File: src/rtl/alarm_pkg.sv
package alarm_pkg;
  typedef enum logic [1:0] {
    MODE_IDLE = 2'd0,
    MODE_HOUR = 2'd1,
    MODE_MIN  = 2'd2
  } mode_e;
endpackage

File: src/rtl/edge_rise.sv
module edge_rise #(
  parameter int W = 3
) (
  input  logic         clk_i,
  input  logic         rst_ni,
  input  logic [W-1:0] lvl_i,
  output logic [W-1:0] pulse_o
);
  logic [W-1:0] lvl_q;

  always_ff @(posedge clk_i or negedge rst_ni) begin
    if (!rst_ni) lvl_q <= '0;
    else         lvl_q <= lvl_i;
  end

  assign pulse_o = lvl_i & ~lvl_q;

  for (genvar g = 0; g < W; g++) begin : g_chk

    single_pulse_chk: assert property (@(posedge clk_i) disable iff (!rst_ni)
      pulse_o[g] |=> !pulse_o[g]);
  end
endmodule

File: src/rtl/mode_fsm.sv
module mode_fsm
  import alarm_pkg::*;
(
  input  logic  clk_i,
  input  logic  rst_ni,
  input  logic  adv_i,
  output mode_e mode_o
);
  mode_e mode_q, mode_d;

  always_comb begin
    mode_d = mode_q;
    if (adv_i) begin
      unique case (mode_q)
        MODE_IDLE: mode_d = MODE_HOUR;
        MODE_HOUR: mode_d = MODE_MIN;
        MODE_MIN:  mode_d = MODE_IDLE;
        default:   mode_d = MODE_IDLE;
      endcase
    end
  end

  always_ff @(posedge clk_i or negedge rst_ni) begin
    if (!rst_ni) mode_q <= MODE_IDLE;
    else         mode_q <= mode_d;
  end

  assign mode_o = mode_q;


  idle_to_hour_chk: assert property (@(posedge clk_i) disable iff (!rst_ni)
    (adv_i && mode_q == MODE_IDLE) |=> mode_q == MODE_HOUR);

  hour_to_min_chk: assert property (@(posedge clk_i) disable iff (!rst_ni)
    (adv_i && mode_q == MODE_HOUR) |=> mode_q == MODE_MIN);

  min_to_idle_chk: assert property (@(posedge clk_i) disable iff (!rst_ni)
    (adv_i && mode_q == MODE_MIN) |=> mode_q == MODE_IDLE);

  mode_hold_chk: assert property (@(posedge clk_i) disable iff (!rst_ni)
    !adv_i |=> $stable(mode_q));
endmodule

File: src/rtl/bcd_field.sv
module bcd_field #(
  parameter int DW      = 4,
  parameter int MAX_VAL = 59
) (
  input  logic          clk_i,
  input  logic          rst_ni,
  input  logic          en_i,
  input  logic          up_i,
  input  logic          dn_i,
  output logic [DW-1:0] tens_o,
  output logic [DW-1:0] ones_o
);
  localparam logic [DW-1:0] MaxT = DW'(MAX_VAL / 10);
  localparam logic [DW-1:0] MaxO = DW'(MAX_VAL % 10);
  localparam logic [DW-1:0] Nine = DW'(9);

  logic [DW-1:0] tens_q, ones_q, tens_d, ones_d;
  logic          at_max, at_zero, step_up, step_dn;

  assign at_max  = (tens_q == MaxT) && (ones_q == MaxO);
  assign at_zero = (tens_q == '0) && (ones_q == '0);
  assign step_up = en_i && up_i && !dn_i;
  assign step_dn = en_i && dn_i && !up_i;

  always_comb begin
    tens_d = tens_q;
    ones_d = ones_q;
    if (step_up) begin
      if (at_max) begin
        tens_d = '0;
        ones_d = '0;
      end else if (ones_q == Nine) begin
        ones_d = '0;
        tens_d = tens_q + 1'b1;
      end else begin
        ones_d = ones_q + 1'b1;
      end
    end else if (step_dn) begin
      if (at_zero) begin
        tens_d = MaxT;
        ones_d = MaxO;
      end else if (ones_q == '0) begin
        ones_d = Nine;
        tens_d = tens_q - 1'b1;
      end else begin
        ones_d = ones_q - 1'b1;
      end
    end
  end

  always_ff @(posedge clk_i or negedge rst_ni) begin
    if (!rst_ni) begin
      tens_q <= '0;
      ones_q <= '0;
    end else begin
      tens_q <= tens_d;
      ones_q <= ones_d;
    end
  end

  assign tens_o = tens_q;
  assign ones_o = ones_q;


  bcd_digit_chk: assert property (@(posedge clk_i) disable iff (!rst_ni)
    ones_q <= Nine && tens_q <= MaxT);

  wrap_up_chk: assert property (@(posedge clk_i) disable iff (!rst_ni)
    (en_i && up_i && !dn_i && at_max) |=> (tens_q == '0 && ones_q == '0));

  wrap_dn_chk: assert property (@(posedge clk_i) disable iff (!rst_ni)
    (en_i && dn_i && !up_i && at_zero) |=> (tens_q == MaxT && ones_q == MaxO));

  no_step_chk: assert property (@(posedge clk_i) disable iff (!rst_ni)
    (!en_i || (up_i == dn_i)) |=> ($stable(tens_q) && $stable(ones_q)));
endmodule

File: src/rtl/alarm_set_ctrl.sv
module alarm_set_ctrl
  import alarm_pkg::*;
#(
  parameter int DW      = 4,
  parameter int HR_MAX  = 23,
  parameter int MIN_MAX = 59
) (
  input  logic          clk_i,
  input  logic          rst_ni,
  input  logic          alarm_en_i,
  input  logic          set_btn_i,
  input  logic          inc_btn_i,
  input  logic          dec_btn_i,
  input  logic [DW-1:0] now_hr_tens_i,
  input  logic [DW-1:0] now_hr_ones_i,
  input  logic [DW-1:0] now_min_tens_i,
  input  logic [DW-1:0] now_min_ones_i,
  output logic [DW-1:0] alm_hr_tens_o,
  output logic [DW-1:0] alm_hr_ones_o,
  output logic [DW-1:0] alm_min_tens_o,
  output logic [DW-1:0] alm_min_ones_o,
  output logic          buzz_o
);
  localparam int NBTN = 3;

  logic [NBTN-1:0] btn_pulse;
  logic            set_p, inc_p, dec_p;
  mode_e           mode;

  edge_rise #(.W(NBTN)) u_edge (
    .clk_i  (clk_i),
    .rst_ni (rst_ni),
    .lvl_i  ({set_btn_i, inc_btn_i, dec_btn_i}),
    .pulse_o(btn_pulse)
  );
  assign {set_p, inc_p, dec_p} = btn_pulse;

  mode_fsm u_fsm (
    .clk_i (clk_i),
    .rst_ni(rst_ni),
    .adv_i (set_p),
    .mode_o(mode)
  );

  bcd_field #(.DW(DW), .MAX_VAL(HR_MAX)) u_hour (
    .clk_i (clk_i),
    .rst_ni(rst_ni),
    .en_i  (mode == MODE_HOUR),
    .up_i  (inc_p),
    .dn_i  (dec_p),
    .tens_o(alm_hr_tens_o),
    .ones_o(alm_hr_ones_o)
  );

  bcd_field #(.DW(DW), .MAX_VAL(MIN_MAX)) u_min (
    .clk_i (clk_i),
    .rst_ni(rst_ni),
    .en_i  (mode == MODE_MIN),
    .up_i  (inc_p),
    .dn_i  (dec_p),
    .tens_o(alm_min_tens_o),
    .ones_o(alm_min_ones_o)
  );

  assign buzz_o = alarm_en_i
                && (alm_hr_tens_o  == now_hr_tens_i)
                && (alm_hr_ones_o  == now_hr_ones_i)
                && (alm_min_tens_o == now_min_tens_i)
                && (alm_min_ones_o == now_min_ones_i);


  buzz_en_chk: assert property (@(posedge clk_i) disable iff (!rst_ni)
    buzz_o |-> (alarm_en_i && alm_hr_tens_o == now_hr_tens_i
                && alm_min_ones_o == now_min_ones_i));

  idle_hold_chk: assert property (@(posedge clk_i) disable iff (!rst_ni)
    (mode == MODE_IDLE) |=> ($stable(alm_hr_tens_o) && $stable(alm_hr_ones_o)
                             && $stable(alm_min_tens_o) && $stable(alm_min_ones_o)));

  min_mode_hour_hold_chk: assert property (@(posedge clk_i) disable iff (!rst_ni)
    (mode == MODE_MIN) |=> ($stable(alm_hr_tens_o) && $stable(alm_hr_ones_o)));
endmodule

File: config.mk
export PLATFORM = sky130hd
export DESIGN_NAME = alarm_set_ctrl
export DESIGN_NICKNAME = d
export VERILOG_FILES = /design/src/rtl/alarm_pkg.sv /design/src/rtl/edge_rise.sv /design/src/rtl/mode_fsm.sv /design/src/rtl/bcd_field.sv /design/src/rtl/alarm_set_ctrl.sv
export SDC_FILE = /design/constraint.sdc
export NUM_CORES = 1
export LEC_CHECK = 0
export BUFFER_PORTS_ARGS = -buffer_cell sky130_fd_sc_hd__buf_2
export CORE_AREA = 8 8 70 72
export CTS_BUF_LIST = sky130_fd_sc_hd__clkbuf_4
export CTS_CLUSTER_DIAMETER = 120
export DETAILED_ROUTE_END_ITERATION = 16
export DIE_AREA = 0 0 78 80
export GPL_ROUTABILITY_DRIVEN = 0
export PLACE_DENSITY = 0.82
export SETUP_SLACK_MARGIN = 0.05
export SLEW_MARGIN = 20
export SYNTH_ARGS = -nofsm -noshare
export SYNTH_HDL_FRONTEND = slang
export SYNTH_HIERARCHICAL = 1
export SYNTH_SLANG_ARGS = --single-unit
File: constraint.sdc
create_clock -name clk_i -period 2.84 [get_ports clk_i]
set_input_delay 0.284 -clock clk_i [delete_from_list [all_inputs] [get_ports clk_i]]
set_output_delay 0.284 -clock clk_i [all_outputs]
set_load 0.02 [all_outputs]
After elaboration in Yosys (flattened, before gate mapping)
Index checks and enable logic that the tools add are counted.
Word-level totals
  register bits after elaboration: 21
  output and inout bits: 17
Cells by class
  add/sub/neg operators: 8
  equal/unequal tests: 13
  muxes and demuxes: 25
  bitwise operators: 2
  reduce and logical (&&, ||, !) cells: 29
Operator list (count)
  2-to-1 mux 4 bit: 24
  adder 4 x 1 -> 4 bit, second input constant: 4
  == test 4 bit: 4
  logical AND 1 bit: 16
  logical NOT 4 bit: 4
  subtractor 4 x 1 -> 4 bit, second input constant: 4
  == test 4 x 2 -> 1 bit, second input constant: 2
  == test 4 bit, second input constant: 2
  != test 3 x 2 -> 1 bit, second input constant: 2
  AND reduction 3 bit: 2
  nonzero test 3 bit: 2
  == test 4 x 3 -> 1 bit, second input constant: 1
  one-hot mux 2 bit (2 select lines): 1
  nonzero test 2 bit: 2
  bitwise AND 3 bit: 1
  NOT 3 bit: 1
  == test 2 x 1 -> 1 bit, second input constant: 1
  == test 2 bit, second input constant: 1
  logical NOT 1 bit: 2
  logical NOT 2 bit: 1

Depth between registers and ports, before layout
  depth after elaboration: 6
  mapped depth: 7
  depth with buffers taken out: 7

Modules after synthesis
The synthesis kept the hierarchy.
Modules (own cells, without submodules)
  bcd_field at u_min: times used 1, cells an instance 89, area each 760.7 um^2
  bcd_field at u_hour: times used 1, cells an instance 81, area each 674.4 um^2
  alarm_set_ctrl: times used 1, cells an instance 24, area each 193.9 um^2
  edge_rise: times used 1, cells an instance 6, area each 116.4 um^2
  mode_fsm: times used 1, cells an instance 7, area each 86.3 um^2

Worst setup path before layout
Ideal clock, no wire load.
  kind: register -> register
  start: register u_min.ones_q[1], in the netlist u_min/ones_o[1]
  end: register u_min.tens_q[0], in the netlist u_min/tens_o[0]
  setup time: 80 ps
  arrival time: 1964 ps
  data required time: 2760 ps
  setup slack: 796 ps
  cell stages (with the launch flop): 7
  buffers on the path: 0
  clock period less this slack: 2044 ps
  path through: dfrtp_1 > inv_1 > ha_1 > or3b_4 > or4_1 > a21oi_1 > o21bai_1
Between the ends
  longest elaborated chain between the ends: 5
  elaborated cells between the ends (all ways): 11
  classes of those cells: eq/ne (2); mux (4); reduce/logical (5)
RTL lines
  start: declaration: RTL line bcd_field.sv:17  | logic [DW-1:0] tens_q, ones_q, tens_d, ones_d;
  start signal: assignment: RTL line bcd_field.sv:57  | ones_q <= ones_d;
  parallel branches: the longest is 5 deep, another holds == test 4 bit
  end signal: assignment: RTL line bcd_field.sv:56  | tens_q <= tens_d;
  end: declaration: RTL line bcd_field.sv:17
Parallel ways; which one is timed is not known. The select of a mux whose other input is x is not followed.
A chain may end at the register's enable or synchronous reset.

Worst setup path after layout
  start: register u_min.ones_q[2], in the netlist u_min/ones_o[2]
  end: output buzz_o
Between the ends
  longest elaborated chain between the ends: 2
RTL lines
  == test 4 bit: RTL line alarm_set_ctrl.sv:69  | && (alm_min_ones_o == now_min_ones_i);
  logical AND 1 bit: RTL line alarm_set_ctrl.sv:69
  end: declaration: RTL line alarm_set_ctrl.sv:22  | output logic buzz_o
No other way between the ends.

==> results.ini <==
[yosys]
synth_warnings=6
yosys_register_bits=21
syn_nets=241
async_flop_share=1.000
synth_area_leaders=dfrtp_1, ha_1, xnor2_1
synth_edf_count=0
synth_cells=207
ys_seq_area_frac=0.2869
synth_top_cell_by_area=dfrtp_1
synth_ff_type=dfrtp_1
synth_area_per_cell_um2=8.849
ys_types=58
netlist_area_mm2=0.001832
yosysTopAreaCellShare=0.2869

[finish]
multi_input_area_mm2=0.001230
nNetsFinal=283
seq_area_um2=525.5
n_fill_cell=365
layout-drive-gt1-share=0.2379
diodes=0
synthToLayoutAreaGrowth_pct=15.30

[min_path]
hp-class=in -> reg

[flow_run]
cap_violations=0

[clock_tree]
cts_max_path_buffers=2
clkLatencyLatePin_ps=310
post_cts_buffers=0
numCtsBuffers=3
cts.htree.levels=1
cts_tree=yes
clock-root-buffer=clkbuf_4
hold_buffers=1
clock_sinks=21
path_clk_slew_ps=130
cts_resized=0

[global_route]
grt_pass1_vias=1644
grtUsageTotal=0.1501
grt_overflow=0
antenna_found_initial=0
grt_pass1_wl_um=7686
grt_max_degree=22

[die]
start_util=0.4750
rows=23
fp.dieW_um=78
core_area_mm2=0.003856
pin_count=39
dieArea_mm2=0.006240
die_h_um=80

[setup_path]
worstPathRequired_ps=2560
cp_max_fo=12
path_cells=xor2_1, nor4_1, nand4_1, nor4_2, buf_2
slowest_delay_ps=530
ff2ff_setup_slack_ps=680
slowest_stage=dfrtp_1
end_kind=primary output
cp.arrival_ps=2130
crit_path_start_kind=flop
worst-path-buf-inv=1
critical_path.top_delay_family=simple AND/OR/NAND/NOR gates
crit_type=reg -> out

[pwr]
total_power_uw=1747
p_per_area_mw_per_mm2=827.1
ir_worst_vdd_v=0.0003537
leakagePower_uw=0.0009325

[placed_design]
hpwl_um=3564
numPortBuffers=38

[sta]
setup_violations=0
final_hold_viol_count=0
final.setup_skew_ps=6.723
fmax_mhz=414.2
tightest_slew_ps=527.7
grt_setup_unrepaired=false
slew_headroom=0.6450
drv_slew=0
period_minus_slack_ps=2414
min_period_over_period=0.8500
setup_tns_ps=0

[routing]
dr.pass1.iters=5
finalWirelength_um=4612
viasPerCell=5.748
ant_nets=0
drc_errors=0
drt-initial-drc-count=151
via_count=1713
wl_per_cell_um=15.48

[status]
status=completed

==> state kept, by name, indices dropped and copies added, names as in the netlist <==
register       cells
u_min/ones_o       4
u_edge/lvl_q       3
u_min/tens_o       4
u_fsm/mode_o       2
u_hour/tens_o      4
u_hour/ones_o      4
==> logic make-up after synthesis <==
kind of cell    Yosys count  share of synthesized area
fa+ha+maj                12                    0.08197
compound gates           60                     0.2398
buf+inv                  18                    0.04166
simple gates             76                     0.2514
xor+xnor                 17                    0.08128
mux                       3                    0.01708
flops                    21                     0.2869
==> metrics by stage <==
step	instances	hold slack, ps	setup WS [ps]	cell area (um^2)	util
3_5_place_dp	293	275.2	724.8	2072	0.5373
6_report	298	94.91	425.9	2112	0.5477
3_3_place_gp	293	271.3	747.2	2072	0.5373
2_1_floorplan	207	-11.59	796.5	1832	-
5_1_grt	298	69.56	313.9	2112	0.5477
4_1_cts	298	78.42	446.0	2112	0.5477
==> area by class of cell <==
type,instances,area share
multi-input cells,168,0.5823
flip-flops and latches,21,0.2488
repair buffers,40,0.09834
well taps,50,0.02962
inverters,15,0.02666
clock buffers,4,0.01422
==> cells in the mapped netlist, drive strengths merged (2+ instances only) <==
master,n
or2,2
ha,12
a31oi,2
nand4,5
buf,2
and2,2
nand3,4
mux2i,2
nor3,7
nand2b,2
or3b,2
dfrtp,21
nand2,10
o31ai,5
nor2,18
and3b,2
xnor2,12
inv,15
nor4,2
and3,2
a21oi,17
xor2,5
a221oi,3
nor2b,8
o211ai,4
nand3b,4
a211oi,6
o21ai,10
==> power breakdown <==
part | internal [uW] | switching, uW | leakage, uW
clock | 64.4 | 96.3 | 0.0000184
combinational | 410 | 560 | 0.000657
sequential | 394 | 222 | 0.000257
total | 868 | 879 | 0.000933
==> worst paths after layout <==
kind	cells after the start	startpoint	endpoint
max	5	u_min/ones_o[2]	buzz_o
min	1	dec_btn_i	u_edge/lvl_q[0]
max reg2reg	6	u_min/ones_o[1]	u_min/tens_o[3]
min reg2reg	2	u_edge/lvl_q[2]	u_fsm/mode_o[0]
max in group asynchronous	2	rst_ni	u_min/ones_o[3]
min in group asynchronous	2	rst_ni	u_hour/tens_o[0]
==> layout by cell type (no fill, tap or decap), types with 2 or more instances in the layout <==
cell,count
o21ai_0,9
a21oi_1,16
nand2_1,10
ha_1,12
nor2b_1,5
nor2b_4,3
and3b_1,2
or2_2,2
inv_1,15
clkbuf_4,4
nor3_1,6
and2_1,2
dfrtp_1,21
a211oi_1,4
buf_2,38
nand3b_1,4
xor2_1,5
a31oi_1,2
nand2b_1,2
nor2_1,18
nand3_1,4
nand4_1,5
o211ai_1,4
a211oi_2,2
mux2i_1,2
o31ai_1,5
a221oi_1,2
xnor2_1,12
and3_1,2
==> routing by layer <==
metal	wire length, um	global-route usage
met1	1970	0.1892
met2	2169	0.2381
met3	409	0.04167
met4	62	0.05741
met5	0	0
Note: power is estimated with default switching activity, not from simulation.
